<file path="src/rtl/edv_pkg.sv">
package edv_pkg;
  localparam int unsigned MV_W = 16;
  typedef logic [MV_W-1:0] mv_t;
  typedef enum logic {
    SEL_EARLY = 1'b0,
    SEL_LAST  = 1'b1
  } lvl_sel_e;
  localparam int unsigned N_LVL = 2;
  localparam int unsigned IDX_EARLY = 0;
  localparam int unsigned IDX_LAST  = 1;
endpackage

</file>
<file path="src/rtl/edv_rst_sync.sv">
module edv_rst_sync #(
  parameter int unsigned STAGES = 2
) (
  input  logic clk_i,
  input  logic rst_ni,
  output logic rst_no
);
  logic [STAGES-1:0] sync_q;
  logic [STAGES-1:0] sync_d;

  always_comb begin
    sync_d = {sync_q[STAGES-2:0], 1'b1};
  end

  always_ff @(posedge clk_i or negedge rst_ni) begin
    if (!rst_ni) sync_q <= '0;
    else         sync_q <= sync_d;
  end

  assign rst_no = sync_q[STAGES-1];
endmodule

</file>
<file path="src/rtl/edv_level_regs.sv">
module edv_level_regs
  import edv_pkg::*;
#(
  parameter int unsigned DEF_EARLY_MV = 760,
  parameter int unsigned GAP_MV       = 25
) (
  input  logic clk_i,
  input  logic rst_ni,
  input  logic cfg_we_i,
  input  logic cfg_sel_i,
  input  mv_t  cfg_data_i,
  output mv_t  lvl_o [N_LVL]
);
  localparam mv_t DefEarly = mv_t'(DEF_EARLY_MV);
  localparam mv_t Gap      = mv_t'(GAP_MV);
  localparam mv_t DefLast  = (DefEarly > Gap) ? mv_t'(DefEarly - Gap) : '0;

  mv_t early_q, early_d, last_q, last_d;
  logic early_en, last_en;
  mv_t follow;

  always_comb begin
    follow   = (cfg_data_i > Gap) ? mv_t'(cfg_data_i - Gap) : '0;
    early_en = cfg_we_i && (lvl_sel_e'(cfg_sel_i) == SEL_EARLY);
    last_en  = cfg_we_i;
    early_d  = cfg_data_i;
    last_d   = (lvl_sel_e'(cfg_sel_i) == SEL_EARLY) ? follow : cfg_data_i;
  end

  always_ff @(posedge clk_i or negedge rst_ni) begin
    if (!rst_ni) begin
      early_q <= DefEarly;
      last_q  <= DefLast;
    end else begin
      if (early_en) early_q <= early_d;
      if (last_en)  last_q  <= last_d;
    end
  end

  assign lvl_o[IDX_EARLY] = early_q;
  assign lvl_o[IDX_LAST]  = last_q;
endmodule

</file>
<file path="src/rtl/edv_holdoff.sv">
module edv_holdoff #(
  parameter int unsigned HOLD_SEC = 12
) (
  input  logic clk_i,
  input  logic rst_ni,
  input  logic ovld_i,
  input  logic tick_i,
  output logic cmp_en_o
);
  localparam int unsigned CW = $clog2(HOLD_SEC + 1);
  localparam logic [CW-1:0] HoldLd = CW'(HOLD_SEC);

  logic [CW-1:0] left_q, left_d;
  logic          left_en;

  always_comb begin
    left_en = ovld_i || (tick_i && (left_q != '0));
    left_d  = ovld_i ? HoldLd : left_q - 1'b1;
  end

  always_ff @(posedge clk_i or negedge rst_ni) begin
    if (!rst_ni)      left_q <= '0;
    else if (left_en) left_q <= left_d;
  end

  assign cmp_en_o = !ovld_i && (left_q == '0);
endmodule

</file>
<file path="src/rtl/edv_flag_latch.sv">
module edv_flag_latch (
  input  logic clk_i,
  input  logic rst_ni,
  input  logic cmp_en_i,
  input  logic below_i,
  input  logic clr_i,
  output logic flag_o
);
  logic flag_q, flag_d, flag_en;

  always_comb begin
    flag_en = clr_i || (cmp_en_i && below_i);
    flag_d  = !clr_i;
  end

  always_ff @(posedge clk_i or negedge rst_ni) begin
    if (!rst_ni)      flag_q <= 1'b0;
    else if (flag_en) flag_q <= flag_d;
  end

  assign flag_o = flag_q;
endmodule

</file>
<file path="src/rtl/edv_flag_monitor.sv">
module edv_flag_monitor
  import edv_pkg::*;
#(
  parameter int unsigned DEF_EARLY_MV = 760,
  parameter int unsigned GAP_MV       = 25,
  parameter int unsigned HOLD_SEC     = 12
) (
  input  logic        clk_i,
  input  logic        rst_ni,
  input  logic        cfg_we_i,
  input  logic        cfg_sel_i,
  input  logic [15:0] cfg_data_i,
  input  logic        smp_valid_i,
  input  logic [15:0] smp_mv_i,
  input  logic        ovld_i,
  input  logic        chg_valid_i,
  input  logic        tick_1s_i,
  output logic        flag_early_o,
  output logic        flag_last_o
);
  logic rst_n;
  logic hold_en;
  mv_t  lvl [N_LVL];
  logic [N_LVL-1:0] flag;

  edv_rst_sync #(.STAGES(2)) u_rst (
    .clk_i (clk_i), .rst_ni (rst_ni), .rst_no (rst_n)
  );

  edv_level_regs #(.DEF_EARLY_MV(DEF_EARLY_MV), .GAP_MV(GAP_MV)) u_lvl (
    .clk_i (clk_i), .rst_ni (rst_n), .cfg_we_i (cfg_we_i),
    .cfg_sel_i (cfg_sel_i), .cfg_data_i (cfg_data_i), .lvl_o (lvl)
  );

  edv_holdoff #(.HOLD_SEC(HOLD_SEC)) u_hold (
    .clk_i (clk_i), .rst_ni (rst_n), .ovld_i (ovld_i),
    .tick_i (tick_1s_i), .cmp_en_o (hold_en)
  );

  for (genvar g = 0; g < N_LVL; g++) begin : g_lvl
    logic below;
    assign below = smp_mv_i < lvl[g];
    edv_flag_latch u_flag (
      .clk_i (clk_i), .rst_ni (rst_n),
      .cmp_en_i (hold_en && smp_valid_i), .below_i (below),
      .clr_i (chg_valid_i), .flag_o (flag[g])
    );
  end

  assign flag_early_o = flag[IDX_EARLY];
  assign flag_last_o  = flag[IDX_LAST];
endmodule

</file>
<file path="config.mk">
export PLATFORM = sky130hd
export DESIGN_NAME = edv_flag_monitor
export DESIGN_NICKNAME = d
export VERILOG_FILES = /design/src/rtl/edv_pkg.sv /design/src/rtl/edv_rst_sync.sv /design/src/rtl/edv_level_regs.sv /design/src/rtl/edv_holdoff.sv /design/src/rtl/edv_flag_latch.sv /design/src/rtl/edv_flag_monitor.sv
export SDC_FILE = /design/constraint.sdc
export NUM_CORES = 1
export LEC_CHECK = 0
export ABC_AREA = 0
export BUFFER_PORTS_ARGS = -buffer_cell sky130_fd_sc_hd__buf_2
export CORE_ASPECT_RATIO = 1.4
export CORE_MARGIN = 4
export CORE_UTILIZATION = 50
export CTS_CLUSTER_SIZE = 28
export DETAILED_ROUTE_END_ITERATION = 10
export GPL_TIMING_DRIVEN = 0
export HOLD_SLACK_MARGIN = 0.05
export PLACE_DENSITY = 0.75
export SYNTH_ARGS = -nofsm -noshare
export SYNTH_HDL_FRONTEND = slang
export SYNTH_SLANG_ARGS = --single-unit
export TNS_END_PERCENT = 5
</file>
<file path="constraint.sdc">
create_clock -name clk_i -period 1.1 [get_ports clk_i]
set_input_delay 0.33 -clock clk_i [delete_from_list [all_inputs] [get_ports clk_i]]
set_output_delay 0.33 -clock clk_i [all_outputs]
set_load 0.02 [all_outputs]
</file>
# --- Word-level counts from Yosys, hierarchy flattened ---
# Index checks and enable logic that the tools add are counted.
word_totals:
  reg_bits: 40
  input_bits: 40
classes:
  add_sub_neg: 2
  order_cmp: 3
  mux: 3
  bitwise: 1
  reduce_logical: 13
op_table:
  columns: ["operator", "n"]
  rows:
  - ["< comparator 16 bit", 2]
  - ["2-to-1 mux 16 bit", 2]
  - ["> comparator 16 x 5 -> 1 bit, second input constant", 1]
  - ["subtractor 16 x 5 -> 16 bit, second input constant", 1]
  - ["logical AND 1 bit", 6]
  - ["logical NOT 4 bit", 1]
  - ["2-to-1 mux 4 bit", 1]
  - ["nonzero test 4 bit", 1]
  - ["subtractor 4 x 1 -> 4 bit, second input constant", 1]
  - ["logical OR 1 bit", 3]
  - ["logical NOT 1 bit", 2]
  - ["NOT 1 bit", 1]

# --- Longest topological paths before layout ---
logic_depth:
  depth_word: 5
  depth_mapped: 7
  ltp_nobuf: 7

# --- Modules after synthesis ---
# A second synthesis with hierarchy kept.
unflattened:
  hier_cells: 283
  hier_area_um2: 2686.3
modules_own_cells:
  columns: ["module", "instances", "cells_per_inst", "area_each_um2", "seq_area_each_um2"]
  rows:
  - ["edv_level_regs", 1, 147, 1592.8, 818.3]
  - ["edv_flag_monitor", 1, 105, 757.0, 0.0]
  - ["edv_holdoff", 1, 22, 215.2, 100.1]
  - ["edv_flag_latch", 2, 3, 33.8, 25.0]
  - ["edv_rst_sync", 1, 3, 53.8, 50.0]

# --- Worst setup path after synthesis ---
# OpenSTA, ideal clock, no wires.
synth_timing:
  kind: "input -> register"
  from: "input cfg_data_i[8]"
  to: "register u_lvl.last_q[10]"
  setup_ps: 133
  arrival_time_ps: 1627
  t_required_ps: 967
  path_slack_ps: -659
  stages: 6
  path_buffers: 1
  cell_sequence: "or4_1 -> buf_2 -> nor4_4 -> nand3_4 -> nand2_4 -> o22ai_1"
synth_via:
  elab_chain_len: 3
synth_rtl:
  columns: ["element", "line", "rtl"]
  rows:
  - ["start: declaration", "edv_flag_monitor.sv:12", "input logic [15:0] cfg_data_i,"]
  - ["subtractor 16 x 5 -> 16 bit or > comparator 16 x 5 -> 1 bit (tied branches)", "edv_level_regs.sv:23", "follow = (cfg_data_i > Gap) ? mv_t'(cfg_data_i - Gap) : '0;"]
  - ["2-to-1 mux 16 bit *", "edv_level_regs.sv:23", null]
  - ["2-to-1 mux 16 bit *", "edv_level_regs.sv:27", "last_d = (lvl_sel_e'(cfg_sel_i) == SEL_EARLY) ? follow : cfg_data_i;"]
  - ["end signal: assignment", "edv_level_regs.sv:33", "last_q <= DefLast;"]
  - ["end signal: assignment", "edv_level_regs.sv:36", "if (last_en) last_q <= last_d;"]
  - ["end: declaration", "edv_level_regs.sv:18", "mv_t early_q, early_d, last_q, last_d;"]
# Every way passes the cells marked *; elsewhere a longest branch is shown, timed or not.
# A chain may end at the register's enable or synchronous reset.

# --- Final worst setup path ---
layout_timing:
  from: "register u_lvl.last_q[2]"
  to: "register g_lvl[1].u_flag.flag_q"
layout_via:
  elab_chain_len: 3
layout_rtl:
  columns: ["element", "line", "rtl"]
  rows:
  - ["< comparator 16 bit", "edv_flag_monitor.sv:42", "assign below = smp_mv_i < lvl[g];"]
  - ["logical AND 1 bit", "edv_flag_latch.sv:12", "flag_en = clr_i || (cmp_en_i && below_i);"]
  - ["logical OR 1 bit", "edv_flag_latch.sv:12", null]
  - ["end signal: assignment", "edv_flag_latch.sv:18", "else if (flag_en) flag_q <= flag_d;"]
  - ["end: declaration", "edv_flag_latch.sv:9", "logic flag_q, flag_d, flag_en;"]
# No other way between the ends.

==> impl_metrics.ini <==
[outcome]
status = finished, violations left
violations = setup timing

[floorplan]
dieArea_um2 = 6430
design.core.area_um2 = 4950
rows = 30
start_util = 0.524
io_pins = 42
dieHeight_um = 93.3
die_w_um = 68.9

[timing]
slew_headroom = 0.447
worst_slack_ns = -0.821
post-route-period-util = 1.75
finalMaxSlewViolations = 0
fmax_ghz = 0.520
whs_ns = 0.246
hold_viol_final = 0
finalClockSkew_ns = 0.00874
period_needed_ns = 1.92
setup_tns_ns = -11.10
worstMarginPinSlew_ns = 0.829
setup_viol = 24
rsz0062_at_grt = true

[synth]
yosysTopAreaCellShare = 0.250
synth_ff_type = dfrtp_1
synth_top_family_by_area = simple AND/OR/NAND/NOR gates
synth-xor-area-share = 0.0573
synth_edf_count = 0
synth_compound_area_frac = 0.148
synth_adder_area_share = 0.159
synth.largest_area_cell = dfrtp_1
synth-seq-cells = 40
syn_area_um2 = 2600
synth_simple_gate_area_share = 0.172
ys_types = 42
yosysSeqAreaShare = 0.392
synth_mux_area_frac = 0
syn_avg_cell_area_um2 = 8.99
yosysMostFrequentCell = inv_1
synthTopCellsByCount = inv_1, ha_1, o21ai_0, nand2_1, dfrtp_1
ys_async_sr_fraction = 1.00
yosysWarnings = 0
syn_nets = 362
netlist_instances = 289
synth_area_leaders = dfrtp_1, ha_1, dfstp_2, o21ai_0, inv_1

[clock_tree]
cts_root_buf = clkbuf_8
cts_buffers = 5
h-tree-depth = 2
cts_buffer_depth = 2
cts_tree = done
clkTransAtPathRegs_ns = 0.08
cts_sinks = 40
clock_latency_ns = 0.29

[setup_path]
worstPathRequired_ns = 1.32
worstSetupEndpointType = flop
cp-startpoint = u_lvl.last_q[2]
arrival_ns = 2.14
r2r-start = u_lvl.last_q[2]
timing.rr.end = g_lvl[1].u_flag.flag_o
worstRegToRegCells = 7
crit_fanout = 2
critical_path.endpoint = g_lvl[1].u_flag.flag_o
rrSetupSlack_ns = -0.82
start_kind = flop
path_class = reg2reg

[drt]
wire_per_inst_um = 15.0
drc_errors = 0
drt_wl_total_um = 6080
vias_per_cell = 5.46
vias = 2215
first_pass_iters = 4
detail_route.iter0.violations = 42
drtAntennaViolNets = 0

[global_routing]
grt_max_degree = 39
grt_first_pass_wirelength_um = 10100
grt_antenna_before_repair = 0
grt_pass1_vias = 2277
overflow = 0
grt.total_usage = 0.209

[layout]
num-nets-final = 414
stdcell_count = 406
n_antenna_cell = 0
layout-drive-gt1-share = 0.295
area_delta_synth_final_pct = 22.4
post-route-util = 0.642

[job]
max_cap_violations = 0

[placed_design]
hpwl_um = 4640
gp_congestion = 0.834
numPlacedInstances = 393
numPortBuffers = 40

[power]
power_density_nw_per_um2 = 1170
power_w = 0.00371
ir_drop_v = 0.000580
p_leak_nw = 1.40

[min_path]
min_path_type = in2reg
[worst max-delay path, cell delays in order (launching register included)]
cell       delay, ns
dfstp_2         0.54
inv_2           0.05
ha_4            0.23
o21a_1          0.16
nor2_1          0.12
a2111oi_2       0.06
or4_1           0.56
o22ai_1         0.14
[logic make-up after synthesis]
group / after synthesis
and+or+nand+nor: 85
AOI/OAI and AO/OA: 66
buffers and inverters: 47
DFF: 40
adders and majority gates: 33
xor gates and xnor gates: 17
other: 1
[how the worst min path moves through the flow]
stage          startpoint                to  cells past startpoint
2_1_floorplan      rst_ni   u_rst.sync_q[0]                      0
4_1_cts            ovld_i  u_hold.left_q[0]                      2
3_5_place_dp       rst_ni   u_rst.sync_q[0]                      1
6_report           ovld_i  u_hold.left_q[0]                      2
5_1_grt            ovld_i  u_hold.left_q[0]                      2
3_3_place_gp       rst_ni   u_rst.sync_q[0]                      1
[repair_timing]
| action | CTS | global route |
|---|---|---|
| hold endpoints to repair | 2 | 0 |
| endpoints found under the setup margin | 40 | 40 |
| resized for setup | 19 | 21 |
| pin swaps | 7 | 12 |
| setup buffers | 5 | 0 |
| hold buffers | 1 | 0 |
[state kept, by name, indices dropped and copies added (netlist names)]
signal and count:
u_lvl.early_q 16, u_lvl.last_q 16, u_rst.sync_q 2, g_lvl.u_flag.flag_o 2, u_hold.left_q 4
[placed cells by master, fill, tap and decap left out, types with 3 or more instances in the layout]
master | netlist | final
buf_2 | 1 | 39
inv_1 | 38 | 33
o21ai_0 | 31 | 30
nand2_1 | 29 | 27
ha_1 | 33 | 27
dfrtp_1 | 26 | 25
nor2_1 | 18 | 17
dfstp_2 | 14 | 14
xnor2_1 | 11 | 11
o22ai_1 | 12 | 11
a21oi_1 | 9 | 8
nand3_1 | 7 | 7
xor2_1 | 6 | 6
nor3_1 | 7 | 6
ha_4 | 0 | 6
inv_2 | 0 | 5
clkbuf_1 | 7 | 5
buf_4 | 1 | 5
clkbuf_8 | 0 | 5
a31oi_1 | 3 | 3
clkbuf_4 | 0 | 3
nand2b_1 | 3 | 3
nand4_1 | 3 | 3
a211oi_1 | 3 | 3
[per-layer routing]
metal | up-vias | global-route usage | routed length, µm
li1 | 1097 | - | -
met1 | 1067 | 0.241 | 2500
met2 | 40 | 0.373 | 3240
met3 | 11 | 0.0288 | 203
met4 | 0 | 0.0862 | 140
met5 | - | 0 | 0
[area by class of cell]
class / instances / area, µm²
multi-input combinational: 202 / 1550
clock inverter: 1 / 5.00
fill: 435 / 1770
clock buffer: 7 / 76.3
sequential: 40 / 1020
tap: 64 / 80.1
buffer: 9 / 57.6
inverter: 38 / 143
timing repair buffer: 45 / 246
[power breakdown]
group | total (W) | internal, W | switching, W | leakage [nW]
Clock | 0.000960 | 0.000446 | 0.000514 | 0.0422
Sequential | 0.00175 | 0.00167 | 0.0000764 | 0.462
Combinational | 0.00100 | 0.000432 | 0.000568 | 0.899
[through the flow]
stage | worst slack (ns) | instance area [µm²]
floorplan | -0.640 | 2610
global placement | -0.939 | 2890
detailed placement | -0.946 | 2890
CTS | -0.786 | 3080
global route | -0.858 | 3180
finish | -0.821 | 3180
Power figures use the tool's default switching activity.
